### src/rtl/mlt3_rx_deser.sv
module mlt3_rx_deser #(
  parameter int GW = 5
) (
  input  logic          clk,
  input  logic          rst_n,
  input  logic [1:0]    line_sym,
  input  logic          lb_en,
  input  logic          tx_nrzi,
  input  logic          sig_amp_ok,
  output logic          rx_clk25,
  output logic [GW-1:0] rx_grp,
  output logic          sig_det
);
  localparam int PW = $clog2(GW);
  localparam int HI = GW / 2;
  localparam logic [PW-1:0] LAST = PW'(GW - 1);
  localparam logic [PW-1:0] HI_END = PW'(HI - 1);

  logic above_pos, below_neg, line_nrzi, nrzi_in, nrzi_q, nrz;
  logic [PW-1:0] ph;
  logic [GW-2:0] sh;
  logic [GW-1:0] hold;
  logic hi_p, hi_n;

  assign above_pos = ~line_sym[1] & line_sym[0];
  assign below_neg = line_sym[1];
  assign line_nrzi = above_pos | below_neg;
  assign nrzi_in   = lb_en ? tx_nrzi : line_nrzi;
  assign nrz       = nrzi_in ^ nrzi_q;
  assign sig_det   = lb_en | sig_amp_ok;
  assign rx_clk25  = hi_p | hi_n;

  always_ff @(posedge clk or negedge rst_n) begin
    if (!rst_n) begin
      nrzi_q <= 1'b0;
      ph     <= '0;
      sh     <= '0;
      hold   <= '0;
      hi_p   <= 1'b1;
    end else begin
      nrzi_q <= nrzi_in;
      sh     <= {nrz, sh[GW-2:1]};
      if (ph == LAST) begin
        ph   <= '0;
        hold <= {nrz, sh};
      end else begin
        ph <= ph + 1'b1;
      end
      hi_p <= (ph == LAST) || (ph < HI_END);
    end
  end

  always_ff @(negedge clk or negedge rst_n) begin
    if (!rst_n) begin
      hi_n   <= 1'b1;
      rx_grp <= '0;
    end else begin
      hi_n <= hi_p;
      if (hi_n && !hi_p) rx_grp <= hold;
    end
  end

  AST_PHASE_WRAP: assert property (@(posedge clk) disable iff (!rst_n)
    (ph == LAST) |=> (ph == '0));
  AST_HOLD_AT_WRAP: assert property (@(posedge clk) disable iff (!rst_n)
    (ph != LAST) |=> $stable(hold));
  AST_GRP_STILL: assert property (@(posedge clk) disable iff (!rst_n)
    (ph != PW'(HI)) |-> $stable(rx_grp));
  AST_CLK_HIGH: assert property (@(posedge clk) disable iff (!rst_n)
    (ph == '0 && $past(ph) == LAST) |-> rx_clk25);
  AST_LOOP_DETECT: assert property (@(posedge clk) disable iff (!rst_n)
    lb_en |-> sig_det);
endmodule

### config.mk
export PLATFORM = sky130hd
export DESIGN_NAME = mlt3_rx_deser
export DESIGN_NICKNAME = d
export VERILOG_FILES = /design/src/rtl/mlt3_rx_deser.sv
export SDC_FILE = /design/constraint.sdc
export NUM_CORES = 1
export LEC_CHECK = 0
export CELL_PAD_IN_SITES_DETAIL_PLACEMENT = 2
export CELL_PAD_IN_SITES_GLOBAL_PLACEMENT = 2
export CORE_ASPECT_RATIO = 1.2
export CORE_MARGIN = 2
export CORE_UTILIZATION = 35
export DETAILED_ROUTE_END_ITERATION = 16
export GPL_ROUTABILITY_DRIVEN = 0
export GPL_TIMING_DRIVEN = 0
export PLACE_DENSITY_LB_ADDON = 0.1
export SKIP_CTS_REPAIR_TIMING = 1
export SYNTH_ARGS = -nofsm -noshare
export SYNTH_HDL_FRONTEND = slang
export SYNTH_SLANG_ARGS = --single-unit
### constraint.sdc
create_clock -name clk -period 1.6 [get_ports clk]
set_input_delay 0.16 -clock clk [delete_from_list [all_inputs] [get_ports clk]]
set_output_delay 0.16 -clock clk [all_outputs]
set_load 0.02 [all_outputs]
Yosys cells after proc, flatten, opt, wreduce, memory -nomap -nowiden
Cells that the tools add are included.
- logic and storage cells: 21
- bits in registers: 20
- reduce and logical (&&, ||, !) cells: 3
- bitwise logic cells: 6
- $add $sub $neg: 1
- eq/ne operators: 1
- magnitude comparators: 1
- mux-type cells: 2
- operator list (cell ; count):
    $add 3x1->3 const B ; 1
    $eq 3x3->1 const B ; 1
    $lt 3x1->1 const B ; 1
    $mux 3 ; 1
    $or 1x1->1 ; 3
    $and 1x1->1 ; 1
    $logic_and 1x1->1 ; 1
    $logic_not 1->1 ; 1
    $logic_or 1x1->1 ; 1
    $mux 1 ; 1
    $not 1->1 ; 1
    $xor 1x1->1 ; 1

Depth between registers and ports, before layout
Gate-level depths: netlist of run 1.
- word-level depth: 5
- gate-level depth with buffers: 5
- depth with buffers taken out: 5

==> results by group, run 1 <==
STA
  • Rel. slew slack: 71.89%
  • Setup violators final: 11
  • Clock skew: 0.05513 ns
  • Setup slack after layout: -0.4296 ns
  • TNS Setup: -3.043 ns
  • RSZ-0062 raised after global routing: true
  • Final slew viol count: 0
  • Actual slew at the worst max-slew pin: 0.4209 ns
  • Final hold vios: 0

Logic synthesis
  • Synth unique cells: 18
  • Post-synthesis net count: 60
  • Post-synthesis register bit count: 20
  • Netlist Area Pre-Place: 790.8 um^2
  • Mean Syn Cell Area: 15.82 um^2
  • Mapped Cells: 50
  • Ys Warns: 0
  • Sequential-to-total area share from yosys stat: 63.61%

Status
  • Failing checks: negative setup slack
  • Status: finished with violations

Cells and area
  • Layout Nets: 80
  • Most frequent cells in the layout: 13 x dfrtp_1, 9 x mux2_4, 6 x buf_6, 5 x clkdlybuf4s50_1, 5 x dfrtn_1
  • Most common cell after layout, fill and taps aside: dfrtp_1
  • Post-Layout Cell Count: 99
  • Ant diodes: 0
  • P&R area growth vs syn: 31.33%
  • Post-route cell area: 1039 um^2
  • Share of cells above drive strength 1: 39.13%

Detailed routing
  • Total routed wirelength: 1408 um
  • Final ANT Viol Nets: 0
  • Via count: 446
  • Drt first pass iters: 1
  • Residual DRC: 0
  • Initial drt markers: 0
  • WL per Instance: 14.22 um
  • Vias per cell: 4.505

Floorplan
  • Die height: 56.07 um
  • Row count: 18
  • Die ar.: 2657 um^2
  • Boundary Pins: 14
  • Die X: 47.39 um
  • Initial core utilization: 37.75%
  • Core area: 2095 um^2

Power
  • Power per cell area: 986.5 nW/um^2
  • Max VDD drop: 0.4346 mV
  • Pwr Total: 0.001025 W
  • P_leak: 0.4860 nW

Placed design
  • IO Port Bufs: 13
  • Placed cell count: 93
  • Post-Place Setup Slack: -0.5523 ns
  • DP HPWL: 956.1 um
  • Placed instance area: 958.4 um^2

CTS
  • CTS sink cnt: 20
  • # H-tree levels: 1
  • Max clock buf depth: 2
  • CTS tree: yes
  • Root cell of the clock tree: clkbuf_4
  • Clk slew on worst S/H paths: 0.10 ns
  • Number of buffers created by CTS: 3
  • Skew-Pair Late Insertion Delay: 0.34 ns

Critical path
  • Startpoint types: flop
  • WP data arrival: 1.87 ns
  • Worst Setup SP: hi_n$_DFF_NN1_
  • R2R setup slack: -0.31 ns
  • Worst Path Required: 1.44 ns
  • Setup CP Type: flop to output port
  • Worst setup EP type: output port
  • CP endpoint: rx_clk25
  • R2R Path End: rx_grp[0]$_DFFE_NN0P_
  • Reg2reg start: hi_p$_DFF_PN1_
  • FF-to-FF path depth: 2
  • Crit Path Max Fanout: 2

Global routing
  • Vias in the first global route: 463
  • Largest net degree at the start of global routing: 21
  • Total gr overflow: 0
  • Wire length of the first global-routing pass: 2152 um
  • Initial antenna violation count: 0
  • GRT Resource Usage Total: 11.51%

Job
  • Max_cap viols: 0

Hold path
  • Worst hold path type: input port to asynchronous set/reset pin
-- worst max-delay path: stages, from the launching register on --
cell and delay [ns]:
dfstp_2 0.52, or2_4 0.11, buf_6 0.10
-- through the flow --
step	util, %	hold slack [ns]
finish	49.58	0.07468
global route	49.58	0.1029
CTS	47.01	0.3811
detailed placement	45.76	0.3693
global placement	45.76	0.3603
floorplan	-	-0.1356
-- area by class of cell --
class / instances / area (um^2)
Fill cell: 218 / 1056
Sequential cell: 20 / 503.0
Multi-Input combinational cell: 27 / 297.8
Timing Repair Buffer: 15 / 162.7
Tap cell: 30 / 37.54
Clock buffer: 4 / 26.28
Inverter: 2 / 7.507
Clock inverter: 1 / 3.754
-- where the power goes --
part / internal [W] / switching, W
sequential: 0.000564 / 0.0000353
clock: 0.000100 / 0.000152
combinational: 0.000108 / 0.0000654
-- Yosys cell counts --
master	instances	area, um^2
nand2_1	3	11.26
dfrtn_1	5	125.1
nand3_1	1	5.000
mux2_4	4	60.06
inv_1	3	11.26
dfstp_2	2	52.55
ha_1	3	37.54
mux2_2	6	67.56
dfrtp_1	13	325.3
nor2b_4	1	13.76
a211o_1	1	8.760
o211ai_2	1	12.51
xor2_1	1	8.760
a21oi_1	1	5.000
or2_2	2	12.51
nand2_4	1	11.26
o21bai_4	1	18.77
nor2_1	1	3.750
-- kinds of logic (layout without fill, tap and decap cells) --
family                   after synthesis  count (layout)  share of synthesized area (%)
flip-flops                            20              20                          63.61
multiplexers                          10              10                          16.14
AND/OR/NAND/NOR                        9               9                          7.277
AO/OA/AOI/OAI                          4               4                          5.696
adder cells (fa/ha/maj)                3               3                          4.747
buffers and inverters                  3              22                          1.424
XOR/XNOR                               1               1                          1.108
-- how the worst min path moves through the flow --
stage | from | endpoint
global placement | sh[1]$_DFF_PN0_ | sh[0]$_DFF_PN0_
floorplan | rst_n | hold[0]$_DFFE_PN0N_
detailed placement | sh[1]$_DFF_PN0_ | sh[0]$_DFF_PN0_
finish | rst_n | hi_p$_DFF_PN1_
CTS | rst_n | hold[3]$_DFFE_PN0N_
global route | rst_n | hi_p$_DFF_PN1_
-- registers in the layout (all words and copies together), names as in the netlist --
signal  count
hold        5
ph          3
sh          4
nrzi_q      1
hi_n        1
rx_grp      5
hi_p        1
-- metal layers --
layer  wire length (um)  up-vias  GRT usage [%]
li1                   -      204              -
met4                  0        0          4.762
met2                700       10          16.41
met1                665      232          15.59
met5                  0        -              0
met3                 41        0          3.896
(Power assumes the default switching activity.)
==> run 2: changes to the inputs <==
Settings changed: TNS_END_PERCENT set to 20.
==> results by group, run 2 (synthesized netlist as in run 1, its figures left out) <==
Power
  • Internal power: 0.0007615 W (-1.4%)
  • Gate power share: 16.0% (-0.9 points)
  • P_leak: 0.4701 nW (-3.3%)
  • Switching power: 0.0002500 W (-0.91%)
  • Max VDD drop: 0.4350 mV (+0.10%)
  • Power per cell area: 992.0 nW/um^2 (+0.55%)
  • Sw Ratio: 24.72% (+0.088 points)
  • Share of power burned in registers: 59.1% (+0.6 points)
  • Clk network pwr share: 24.9% (+0.3 points)

CTS
  • Max clock buf depth: 2 (unchanged)
  • CTS sink cnt: 20 (unchanged)
  • Clk slew on worst S/H paths: 0.10 ns (about the same)
  • # H-tree levels: 1 (unchanged)
  • Root cell of the clock tree: clkbuf_4
  • CTS tree: yes
  • Skew-Pair Late Insertion Delay: 0.34 ns (about the same)
  • Number of buffers created by CTS: 3 (unchanged)

STA
  • Setup violators final: 11 (unchanged)
  • Final hold vios: 0 (unchanged)
  • Clock skew: 0.05513 ns (+0.000001000 ns)
  • Setup slack after layout: -0.4296 ns (-0.00002700 ns)
  • RSZ-0062 raised after global routing: true
  • Final slew viol count: 0 (unchanged)
  • Actual slew at the worst max-slew pin: 0.4140 ns (-0.006902 ns)
  • Rel. slew slack: 72.36% (+0.46 points)

Placed design
  • Post-Place Setup Slack: -0.5523 ns (unchanged)
  • IO Port Bufs: 13 (unchanged)
  • DP HPWL: 956.1 um (unchanged)
  • Placed cell count: 93 (unchanged)

Critical path
  • Worst setup EP type: output port
  • WP data arrival: 1.87 ns (about the same)
  • Setup CP Type: flop to output port
  • Worst Path Required: 1.44 ns (about the same)
  • Startpoint types: flop
  • Crit Path Max Fanout: 2 (unchanged)

Detailed routing
  • Final ANT Viol Nets: 0 (unchanged)
  • Residual DRC: 0 (unchanged)
  • Drt first pass iters: 1 (unchanged)
  • Total routed wirelength: 1374 um (-2.4%)
  • Initial drt markers: 0 (unchanged)
  • WL per Instance: 13.88 um (-2.4%)
  • Via count: 441 (-1.1%)
  • Vias per cell: 4.455 (-1.1%)

Hold path
  • Worst hold path type: input port to asynchronous set/reset pin

Cells and area
  • P&R area growth vs syn: 28.96%
  • Ant diodes: 0 (unchanged)
  • Most frequent cells in the layout: 13 x dfrtp_1, 6 x mux2_2, 6 x buf_6, 5 x clkdlybuf4s50_1, 5 x dfrtn_1
  • Top Registers: hold (5), rx_grp (5), sh (4)
  • Layout Nets: 80 (unchanged)
  • Most common cell after layout, fill and taps aside: dfrtp_1
  • Post-Layout Cell Count: 99 (unchanged)
  • Share of cells above drive strength 1: 39.13% (unchanged)

Global routing
  • Largest net degree at the start of global routing: 21 (unchanged)
  • GRT Resource Usage Total: 11.51% (unchanged)
  • Initial antenna violation count: 0 (unchanged)
  • Total gr overflow: 0 (unchanged)
  • Vias in the first global route: 463 (unchanged)
  • Wire length of the first global-routing pass: 2152 um (unchanged)

Floorplan
  • Initial core utilization: 37.75% (unchanged)
  • Die height: 56.07 um (unchanged)
  • Die ar.: 2657 um^2 (unchanged)
  • Boundary Pins: 14 (unchanged)
  • Row count: 18 (unchanged)
  • Die X: 47.39 um (unchanged)
  • Core area: 2095 um^2 (unchanged)

Status
  • Failing checks: negative setup slack
  • Status: finished with violations

Job
  • Max_cap viols: 0 (unchanged)
-- run 2: cell types whose count changed in the layout (fill, tap and decap cells not counted) --
cell    before  now
mux2_2       1    6
mux2_4       9    4
-- run 2: power by group through the flow --
stage	clock network (W)	registers [W]	logic, W
after CTS	0.000262	0.000595	0.000157
final	0.000252	0.000598	0.000162
after global placement	0.00000782	0.000600	0.000153
after floorplan	0.00000782	0.000619	0.0000576
after global routing	0.000289	0.000605	0.000177
after detailed placement	0.00000782	0.000604	0.000157
-- run 2: metal layers --
layer  global-route usage (%)  part of all wire, %  routed length (um)  up-vias
met5                        0                    0                   0        -
met1                    15.59                   47                 647      227
met2                    16.41                   49                 674       10
met4                    4.762                    0                   0        0
li1                         -                    -                   -      204
met3                    3.896                  3.9                  53        0
-- run 2: metrics by stage --
stage | setup TNS (ns) | utilization, % | hold slack (ns) | power, W | cell area, um^2
finish | -2.948 | 48.69 | 0.06926 | 0.001012 | 1020
global route | -3.490 | 48.69 | 0.1131 | 0.001070 | 1020
CTS | -6.269 | 47.01 | 0.3811 | 0.001013 | 984.7
detailed placement | -6.270 | 45.76 | 0.3693 | 0.0007684 | 958.4
global placement | -5.985 | 45.76 | 0.3603 | 0.0007614 | 958.4
floorplan | -1.093 | - | -0.1356 | 0.0006847 | 790.8
-- run 2: area by class of cell --
cell class | count | area [um^2]
fill | 221 | 1075
sequential | 20 | 503.0
multi-input combinational | 27 | 279.0
timing repair buffer | 15 | 162.7
tap | 30 | 37.54
clock buffer | 4 | 26.28
inverter | 2 | 7.507
clock inverter | 1 | 3.754
-- run 2: critical path: stages (launching register included) --
cell and delay [ns]:
dfstp_2 0.52, or2_4 0.11, buf_6 0.10
-- run 2: worst paths after layout --
kind	start	to	slack, ns	depth (start not counted)
min in group clk	sh[1]$_DFF_PN0_	sh[0]$_DFF_PN0_	0.39	0
max in group asynchronous	rst_n	hi_n$_DFF_NN1_	0.74	1
min reg2reg	sh[1]$_DFF_PN0_	sh[0]$_DFF_PN0_	0.39	0
max	hi_n$_DFF_NN1_	rx_clk25	-0.43	2
max reg2reg	hi_p$_DFF_PN1_	rx_grp[0]$_DFFE_NN0P_	-0.31	2
min	rst_n	hi_p$_DFF_PN1_	0.07	1
==> run 3: changes to the inputs <==
Settings changed: REMOVE_ABC_BUFFERS set to 1.
==> results of run 3 <==
Final layout, timing and power as in run 2 (identical DEF).
